===== src/rtl/mps_pkg.sv =====
package mps_pkg;
  typedef enum logic [2:0] {
    PK_READ    = 3'd0,
    PK_WRITE   = 3'd1,
    PK_RD2WR   = 3'd2,
    PK_WR2RD   = 3'd3,
    PK_REFRESH = 3'd4
  } pat_kind_e;

  typedef enum logic [1:0] {
    DIR_NONE = 2'd0,
    DIR_RD   = 2'd1,
    DIR_WR   = 2'd2
  } bus_dir_e;
endpackage


===== src/rtl/mps_refresh_timer.sv =====
module mps_refresh_timer #(
  parameter int unsigned REFI_CYCLES = 975
) (
  input  logic clk,
  input  logic rst,
  input  logic served,
  output logic pending
);
  localparam int unsigned CNT_W  = (REFI_CYCLES > 1) ? $clog2(REFI_CYCLES) : 1;
  localparam int unsigned BOUND  = 8 * REFI_CYCLES;
  localparam int unsigned WAIT_W = $clog2(BOUND + 1);

  logic [CNT_W-1:0]  cnt;
  logic              tick;
  logic [WAIT_W-1:0] wait_cnt;

  assign tick = (cnt == CNT_W'(REFI_CYCLES - 1));

  always_ff @(posedge clk) begin
    if (rst) begin
      cnt <= '0;
    end else if (tick) begin
      cnt <= '0;
    end else begin
      cnt <= cnt + 1'b1;
    end
  end

  // A new tick keeps the latch set even when it coincides with service.
  always_ff @(posedge clk) begin
    if (rst) begin
      pending <= 1'b0;
    end else if (tick) begin
      pending <= 1'b1;
    end else if (served) begin
      pending <= 1'b0;
    end
  end

  // Age of the outstanding refresh, saturating at the bound.
  always_ff @(posedge clk) begin
    if (rst || !pending) begin
      wait_cnt <= '0;
    end else if (wait_cnt != WAIT_W'(BOUND)) begin
      wait_cnt <= wait_cnt + 1'b1;
    end
  end

  a_r11_refresh_bound: assert property (@(posedge clk) disable iff (rst)
    wait_cnt < WAIT_W'(BOUND));

  a_r5_served_only_pending: assert property (@(posedge clk) disable iff (rst)
    served |-> pending);
endmodule


===== src/rtl/mps_dir_tracker.sv =====
module mps_dir_tracker
  import mps_pkg::*;
(
  input  logic      clk,
  input  logic      rst,
  input  logic      go,
  input  pat_kind_e kind,
  output bus_dir_e  last_dir
);
  // Only access patterns move the remembered direction. Refresh and
  // turnaround patterns leave it unchanged.
  always_ff @(posedge clk) begin
    if (rst) begin
      last_dir <= DIR_NONE;
    end else if (go && kind == PK_READ) begin
      last_dir <= DIR_RD;
    end else if (go && kind == PK_WRITE) begin
      last_dir <= DIR_WR;
    end
  end

  a_r3_rd2wr_from_read: assert property (@(posedge clk) disable iff (rst)
    (go && kind == PK_RD2WR) |-> last_dir == DIR_RD);

  a_r4_wr2rd_from_write: assert property (@(posedge clk) disable iff (rst)
    (go && kind == PK_WR2RD) |-> last_dir == DIR_WR);
endmodule


===== src/rtl/mps_pattern_picker.sv =====
module mps_pattern_picker
  import mps_pkg::*;
(
  input  logic      in_flight,
  input  logic      pend_v,
  input  bus_dir_e  pend_dir,
  input  logic      ref_pend,
  input  logic      req_valid,
  input  logic      req_is_write,
  input  bus_dir_e  last_dir,
  output logic      go,
  output pat_kind_e kind,
  output logic      take_req,
  output logic      pend_set,
  output bus_dir_e  pend_dir_new,
  output logic      ref_served
);
  bus_dir_e want;

  always_comb begin
    want         = req_is_write ? DIR_WR : DIR_RD;
    go           = 1'b0;
    kind         = PK_READ;
    take_req     = 1'b0;
    pend_set     = 1'b0;
    pend_dir_new = DIR_NONE;
    ref_served   = 1'b0;
    if (!in_flight) begin
      if (pend_v) begin
        // A turnaround has just finished: its access must follow.
        go   = 1'b1;
        kind = (pend_dir == DIR_WR) ? PK_WRITE : PK_READ;
      end else if (ref_pend) begin
        go         = 1'b1;
        kind       = PK_REFRESH;
        ref_served = 1'b1;
      end else if (req_valid) begin
        go       = 1'b1;
        take_req = 1'b1;
        if (last_dir == DIR_NONE || last_dir == want) begin
          kind = (want == DIR_WR) ? PK_WRITE : PK_READ;
        end else begin
          kind         = (want == DIR_WR) ? PK_RD2WR : PK_WR2RD;
          pend_set     = 1'b1;
          pend_dir_new = want;
        end
      end
    end
  end
endmodule


===== src/rtl/mem_pattern_sched.sv =====
module mem_pattern_sched #(
  parameter int unsigned REFI_CYCLES = 975
) (
  input  logic       clk,
  input  logic       rst,
  input  logic       req_valid,
  input  logic       req_is_write,
  output logic       req_ready,
  input  logic       pat_done,
  output logic       pat_start,
  output logic [2:0] pat_kind,
  output logic       idle
);
  import mps_pkg::*;

  logic      busy;
  logic      pend_v;
  bus_dir_e  pend_dir;
  bus_dir_e  last_dir;
  logic      ref_pend;
  logic      go;
  pat_kind_e kind_nxt;
  logic      take_req;
  logic      pend_set;
  bus_dir_e  pend_dir_new;
  logic      ref_served;

  mps_refresh_timer #(.REFI_CYCLES(REFI_CYCLES)) u_timer (
    .clk     (clk),
    .rst     (rst),
    .served  (ref_served),
    .pending (ref_pend)
  );

  mps_dir_tracker u_dir (
    .clk      (clk),
    .rst      (rst),
    .go       (go),
    .kind     (kind_nxt),
    .last_dir (last_dir)
  );

  mps_pattern_picker u_pick (
    .in_flight    (busy),
    .pend_v       (pend_v),
    .pend_dir     (pend_dir),
    .ref_pend     (ref_pend),
    .req_valid    (req_valid),
    .req_is_write (req_is_write),
    .last_dir     (last_dir),
    .go           (go),
    .kind         (kind_nxt),
    .take_req     (take_req),
    .pend_set     (pend_set),
    .pend_dir_new (pend_dir_new),
    .ref_served   (ref_served)
  );

  always_ff @(posedge clk) begin
    if (rst) begin
      busy      <= 1'b0;
      pat_start <= 1'b0;
      pat_kind  <= 3'd0;
      req_ready <= 1'b0;
      idle      <= 1'b1;
      pend_v    <= 1'b0;
      pend_dir  <= DIR_NONE;
    end else begin
      pat_start <= go;
      req_ready <= take_req;
      if (go) begin
        pat_kind <= kind_nxt;
      end
      busy <= go ? 1'b1 : (pat_done ? 1'b0 : busy);
      idle <= !(go || (busy && !pat_done));
      if (go && pend_v) begin
        pend_v <= 1'b0;
      end else if (pend_set) begin
        pend_v   <= 1'b1;
        pend_dir <= pend_dir_new;
      end
    end
  end

  // Kind of the previously started pattern, kept for checking only.
  logic [2:0] prev_kind;
  always_ff @(posedge clk) begin
    if (rst) begin
      prev_kind <= 3'(PK_REFRESH);
    end else if (pat_start) begin
      prev_kind <= pat_kind;
    end
  end

  a_r1_no_start_in_flight: assert property (@(posedge clk) disable iff (rst)
    (busy && !pat_done) |=> (!pat_start && !req_ready));

  a_r10_start_pulse: assert property (@(posedge clk) disable iff (rst)
    pat_start |=> !pat_start);

  a_r10_ready_pulse: assert property (@(posedge clk) disable iff (rst)
    req_ready |=> !req_ready);

  a_r3_write_after_rd2wr: assert property (@(posedge clk) disable iff (rst)
    (pat_start && prev_kind == 3'(PK_RD2WR)) |-> pat_kind == 3'(PK_WRITE));

  a_r4_read_after_wr2rd: assert property (@(posedge clk) disable iff (rst)
    (pat_start && prev_kind == 3'(PK_WR2RD)) |-> pat_kind == 3'(PK_READ));

  a_r7_no_refresh_after_switch: assert property (@(posedge clk) disable iff (rst)
    (pat_start && (prev_kind == 3'(PK_RD2WR) || prev_kind == 3'(PK_WR2RD)))
      |-> pat_kind != 3'(PK_REFRESH));

  a_r9_idle_vs_start: assert property (@(posedge clk) disable iff (rst)
    pat_start |-> !idle);
endmodule


===== config.mk =====
export PLATFORM = sky130hd
export DESIGN_NAME = mem_pattern_sched
export DESIGN_NICKNAME = d
export VERILOG_FILES = /design/src/rtl/mps_pkg.sv /design/src/rtl/mps_refresh_timer.sv /design/src/rtl/mps_dir_tracker.sv /design/src/rtl/mps_pattern_picker.sv /design/src/rtl/mem_pattern_sched.sv
export SDC_FILE = /design/constraint.sdc
export NUM_CORES = 1
export LEC_CHECK = 0
export BUFFER_PORTS_ARGS = -buffer_cell sky130_fd_sc_hd__buf_2
export CAP_MARGIN = 15
export CELL_PAD_IN_SITES_DETAIL_PLACEMENT = 1
export CELL_PAD_IN_SITES_GLOBAL_PLACEMENT = 2
export CORE_ASPECT_RATIO = 1.5
export CORE_MARGIN = 3
export CORE_UTILIZATION = 34
export CTS_CLUSTER_SIZE = 12
export DETAILED_ROUTE_END_ITERATION = 6
export PLACE_DENSITY = 0.77
export SLEW_MARGIN = 20
export SYNTH_ARGS = -nofsm -noshare
export SYNTH_HDL_FRONTEND = slang
export SYNTH_SLANG_ARGS = --single-unit

===== constraint.sdc =====
create_clock -name clk -period 1.9 [get_ports clk]
set_input_delay 0.095 -clock clk [delete_from_list [all_inputs] [get_ports clk]]
set_output_delay 0.095 -clock clk [all_outputs]
set_load 0.05 [all_outputs]

==> summary.txt <==
Drt
  • DRC: 0
  • DRC violation total after the first TritonRoute iteration: 7
  • First-pass DRT Iterations: 4
  • Number of vias per cell after detailed routing: 5.10
  • Vias after detailed routing: 795
  • Final antenna-violating net count: 0
  • Wire per inst: 12.6 µm
  • Final wirelength: 1.97 mm

Floorplanning
  • Top-Level Pins: 11
  • Std cell rows: 23
  • Area of the die: 3580 µm²
  • Core Box Area: 2710 µm²
  • Vertical die dimension: 71.8 µm
  • Starting density of the core: 36.3%
  • Overall die width: 49.9 µm

STA
  • Max Fclk: 0.612 GHz
  • Final setup fails: 0
  • Final critical-path required period: 1630 ps
  • Count of final max-slew check failures: 0
  • Final hold vios: 0
  • Final Cycle Share: 86.0%
  • Transition time at the pin with the least slew margin: 408 ps
  • Post-route setup TNS: 0 ps
  • Unrepaired setup endpoints after global routing: no
  • Layout Skew: 1.50 ps
  • Tightest slew margin relative to the limit: 72.6%
  • Final Worst Setup Slack: 266 ps

Cells and area
  • Leading cell type in the layout, fill and taps excluded: sky130_fd_sc_hd__dfxtp_1
  • Relative area change from synthesis to final layout: 12.4%
  • Fill cell instance count of the final layout: 351
  • Diode insertion count for antenna repair: 0
  • Commonest cells after routing, fill and taps aside: sky130_fd_sc_hd__dfxtp_1, sky130_fd_sc_hd__nor2_1, sky130_fd_sc_hd__buf_2, sky130_fd_sc_hd__nand2_1, sky130_fd_sc_hd__nand3_1
  • Number of nets at the end of the flow: 128
  • Layout cells sized above 1: 14.3%
  • Post-layout util: 40.8%

Clocking
  • Number of instances resized during post-cts repair: 0
  • Clock sink count: 23
  • Clock insertion delay at the later pin of the skew report: 260 ps
  • Register clock-pin slew on the reported worst setup and hold paths: 80 ps
  • Number of buffers inserted to repair setup after CTS: 0
  • Root Buffer: sky130_fd_sc_hd__clkbuf_8
  • Cts bufs inserted: 3
  • CTS tree: built
  • Hold buffer count at cts: 0
  • Number of buffers between clock root and the deepest sink: 2
  • CTS H-Tree Depth: 1

Flow run
  • Maximum Capacitance Violations: 0

Synthesis
  • Number of enable flip-flop cells after synthesis: 0
  • Combinational family with the most area after synthesis: simple AND/OR/NAND/NOR gates
  • Total of flip-flops plus latches after synthesis: 23
  • Post-synthesis async set-or-reset flop share: 0%
  • Synth area leaders: sky130_fd_sc_hd__dfxtp_1, sky130_fd_sc_hd__nor2_1, sky130_fd_sc_hd__mux2i_1
  • Simple-gate share of the synthesized area: 24.6%
  • Fraction of the mapped netlist area in adder cells: 3.82%
  • Part of the Yosys area used for sequential elements: 46.9%
  • Mean area per synthesized cell: 8.93 µm²
  • Complex-gate fraction of the synthesized area: 9.55%
  • Mapped cell area: 982 µm²
  • Most instantiated flip-flop cell in the synthesis netlist: sky130_fd_sc_hd__dfxtp_1
  • Synth unique cells: 30
  • Number of standard cells after synthesis: 110
  • Post-synthesis share of cell area spent on xor and xnor gates: 4.46%
  • Portion of synthesized cell area occupied by the leading cell type: 46.9%
  • Multiplexer share of the synthesized area: 6.75%
  • Number of synthesis warnings: 0
  • Cell type contributing the most total cell area after synthesis: sky130_fd_sc_hd__dfxtp_1
  • Synthesized net count: 118

Critical path
  • Startpoint class of the critical path: register
  • Worst Setup End Kind: register
  • Critical path required time: 2050 ps
  • CP peak stage delay: 380 ps
  • CP cell instances: mux2_4, ha_1, o32ai_1, mux2_2, nor2_1
  • Largest fanout on the critical path: 3
  • Slack of the worst reg-to-reg path: 270 ps
  • Crit-path slowest cell: sky130_fd_sc_hd__o32ai_1
  • Category of the most critical setup path: register to register
  • Arrival time worst endpoint: 1780 ps

Pwr
  • Maximum ir drop on the vdd rail: 0.000428 V
  • Pwr dens: 855 nW/µm²
  • Total power: 0.944 mW
  • Leakage component of the power: 0.443 nW

Place
  • Estimated wirelength of the detail-placed design: 1.49 mm
  • Count of input and output buffers: 10
  • Weighted congestion reported at the end of routability-driven placement: 0.758
  • Worst slack at placement: 261 ps

Status
  • Status: completed

GRT
  • Total global routing overflow: 0
  • Maximum number of pins on one net before global-route repair: 17
  • Via count of the first global-routing pass: 835
  • Tot GR Track Use: 12.4%
  • Top Usage Layer GRT: met2
  • Global-route met3 utilization: 1.87%
  • GR met2 Demand/Resource: 23.3%
  • Global-route wire length before repair: 3.49 mm
  • GR Layer Usage met1: 13.3%
  • Initial antenna violation count: 0

Hold path
  • Type of the worst min-delay path: primary input to register
[logic make-up after synthesis]
| group | after synthesis |
|---|---|
| AND/OR/NAND/NOR | 48 |
| flip-flops | 23 |
| AO/OA/AOI/OAI | 15 |
| buffers and inverters | 10 |
| multiplexers | 6 |
| XOR/XNOR | 5 |
| adder cells (fa/ha/maj) | 3 |
[layout make-up]
class	count	area, µm²	area share, %
inverters	5	18.8	1.70
well taps	37	46.3	4.20
clock buffers	4	45.0	4.08
multi-input cells	77	483	43.8
repair buffers	10	50.0	4.54
flip-flops and latches	23	460	41.7
[power by group]
part / total, mW / switching (mW) / internal [mW]
sequential: 0.533 / 0.0264 / 0.507
clock: 0.301 / 0.152 / 0.149
combinational: 0.109 / 0.0664 / 0.0428
[Yosys cell counts (all sizes together), types with 3 or more instances]
library cell	instances
nand2	7
mux2i	4
a21oi	6
ha	3
nor2	16
dfxtp	23
inv	5
xor2	4
nand2b	6
nand3	7
a31oi	3
clkbuf	4
[path summary, 6_finish.rpt]
path,startpoint,endpoint,depth (start not counted)
worst max-delay path,u_dir.last_dir[1]$_SDFFE_PP0P_,u_dir.last_dir[0]$_SDFFE_PP0P_,5
worst max register to register,u_dir.last_dir[1]$_SDFFE_PP0P_,u_dir.last_dir[0]$_SDFFE_PP0P_,5
worst min register to register,pat_kind[1]$_SDFFE_PP0P_,pat_kind[1]$_SDFFE_PP0P_,2
worst min-delay path,pat_done,busy$_SDFFE_PP0P_,3
[state kept, by name (all words and copies together), names as in the netlist]
register,cells
u_timer.pending,1
u_timer.cnt,10
pend_v,1
pend_dir,2
u_dir.last_dir,2
pat_kind,3
req_ready,1
busy,1
idle,1
pat_start,1
[metal layers]
layer  vias to the layer above  part of all wire [%]
met3                         2                   2.2
met1                       388                    41
li1                        398                     -
met2                         7                    56
met4                         0                  0.86
met5                         -                     0
[worst max-delay path, delay by kind of cell, from the launching register on]
kind / cells / cell delay, ps
compound gates: 1 / 380
fa+ha+maj: 1 / 280
flops: 1 / 320
mux: 2 / 510
simple gates: 1 / 30
[stage by stage]
step | hold slack [ps] | area [µm²] | std cells
finish | 112 | 1100 | 156
global route | 143 | 1100 | 156
CTS | 109 | 1100 | 156
detailed placement | 392 | 1060 | 152
global placement | 381 | 1060 | 152
floorplan | 294 | 982 | 110
Note: power is estimated with default switching activity, not from simulation.
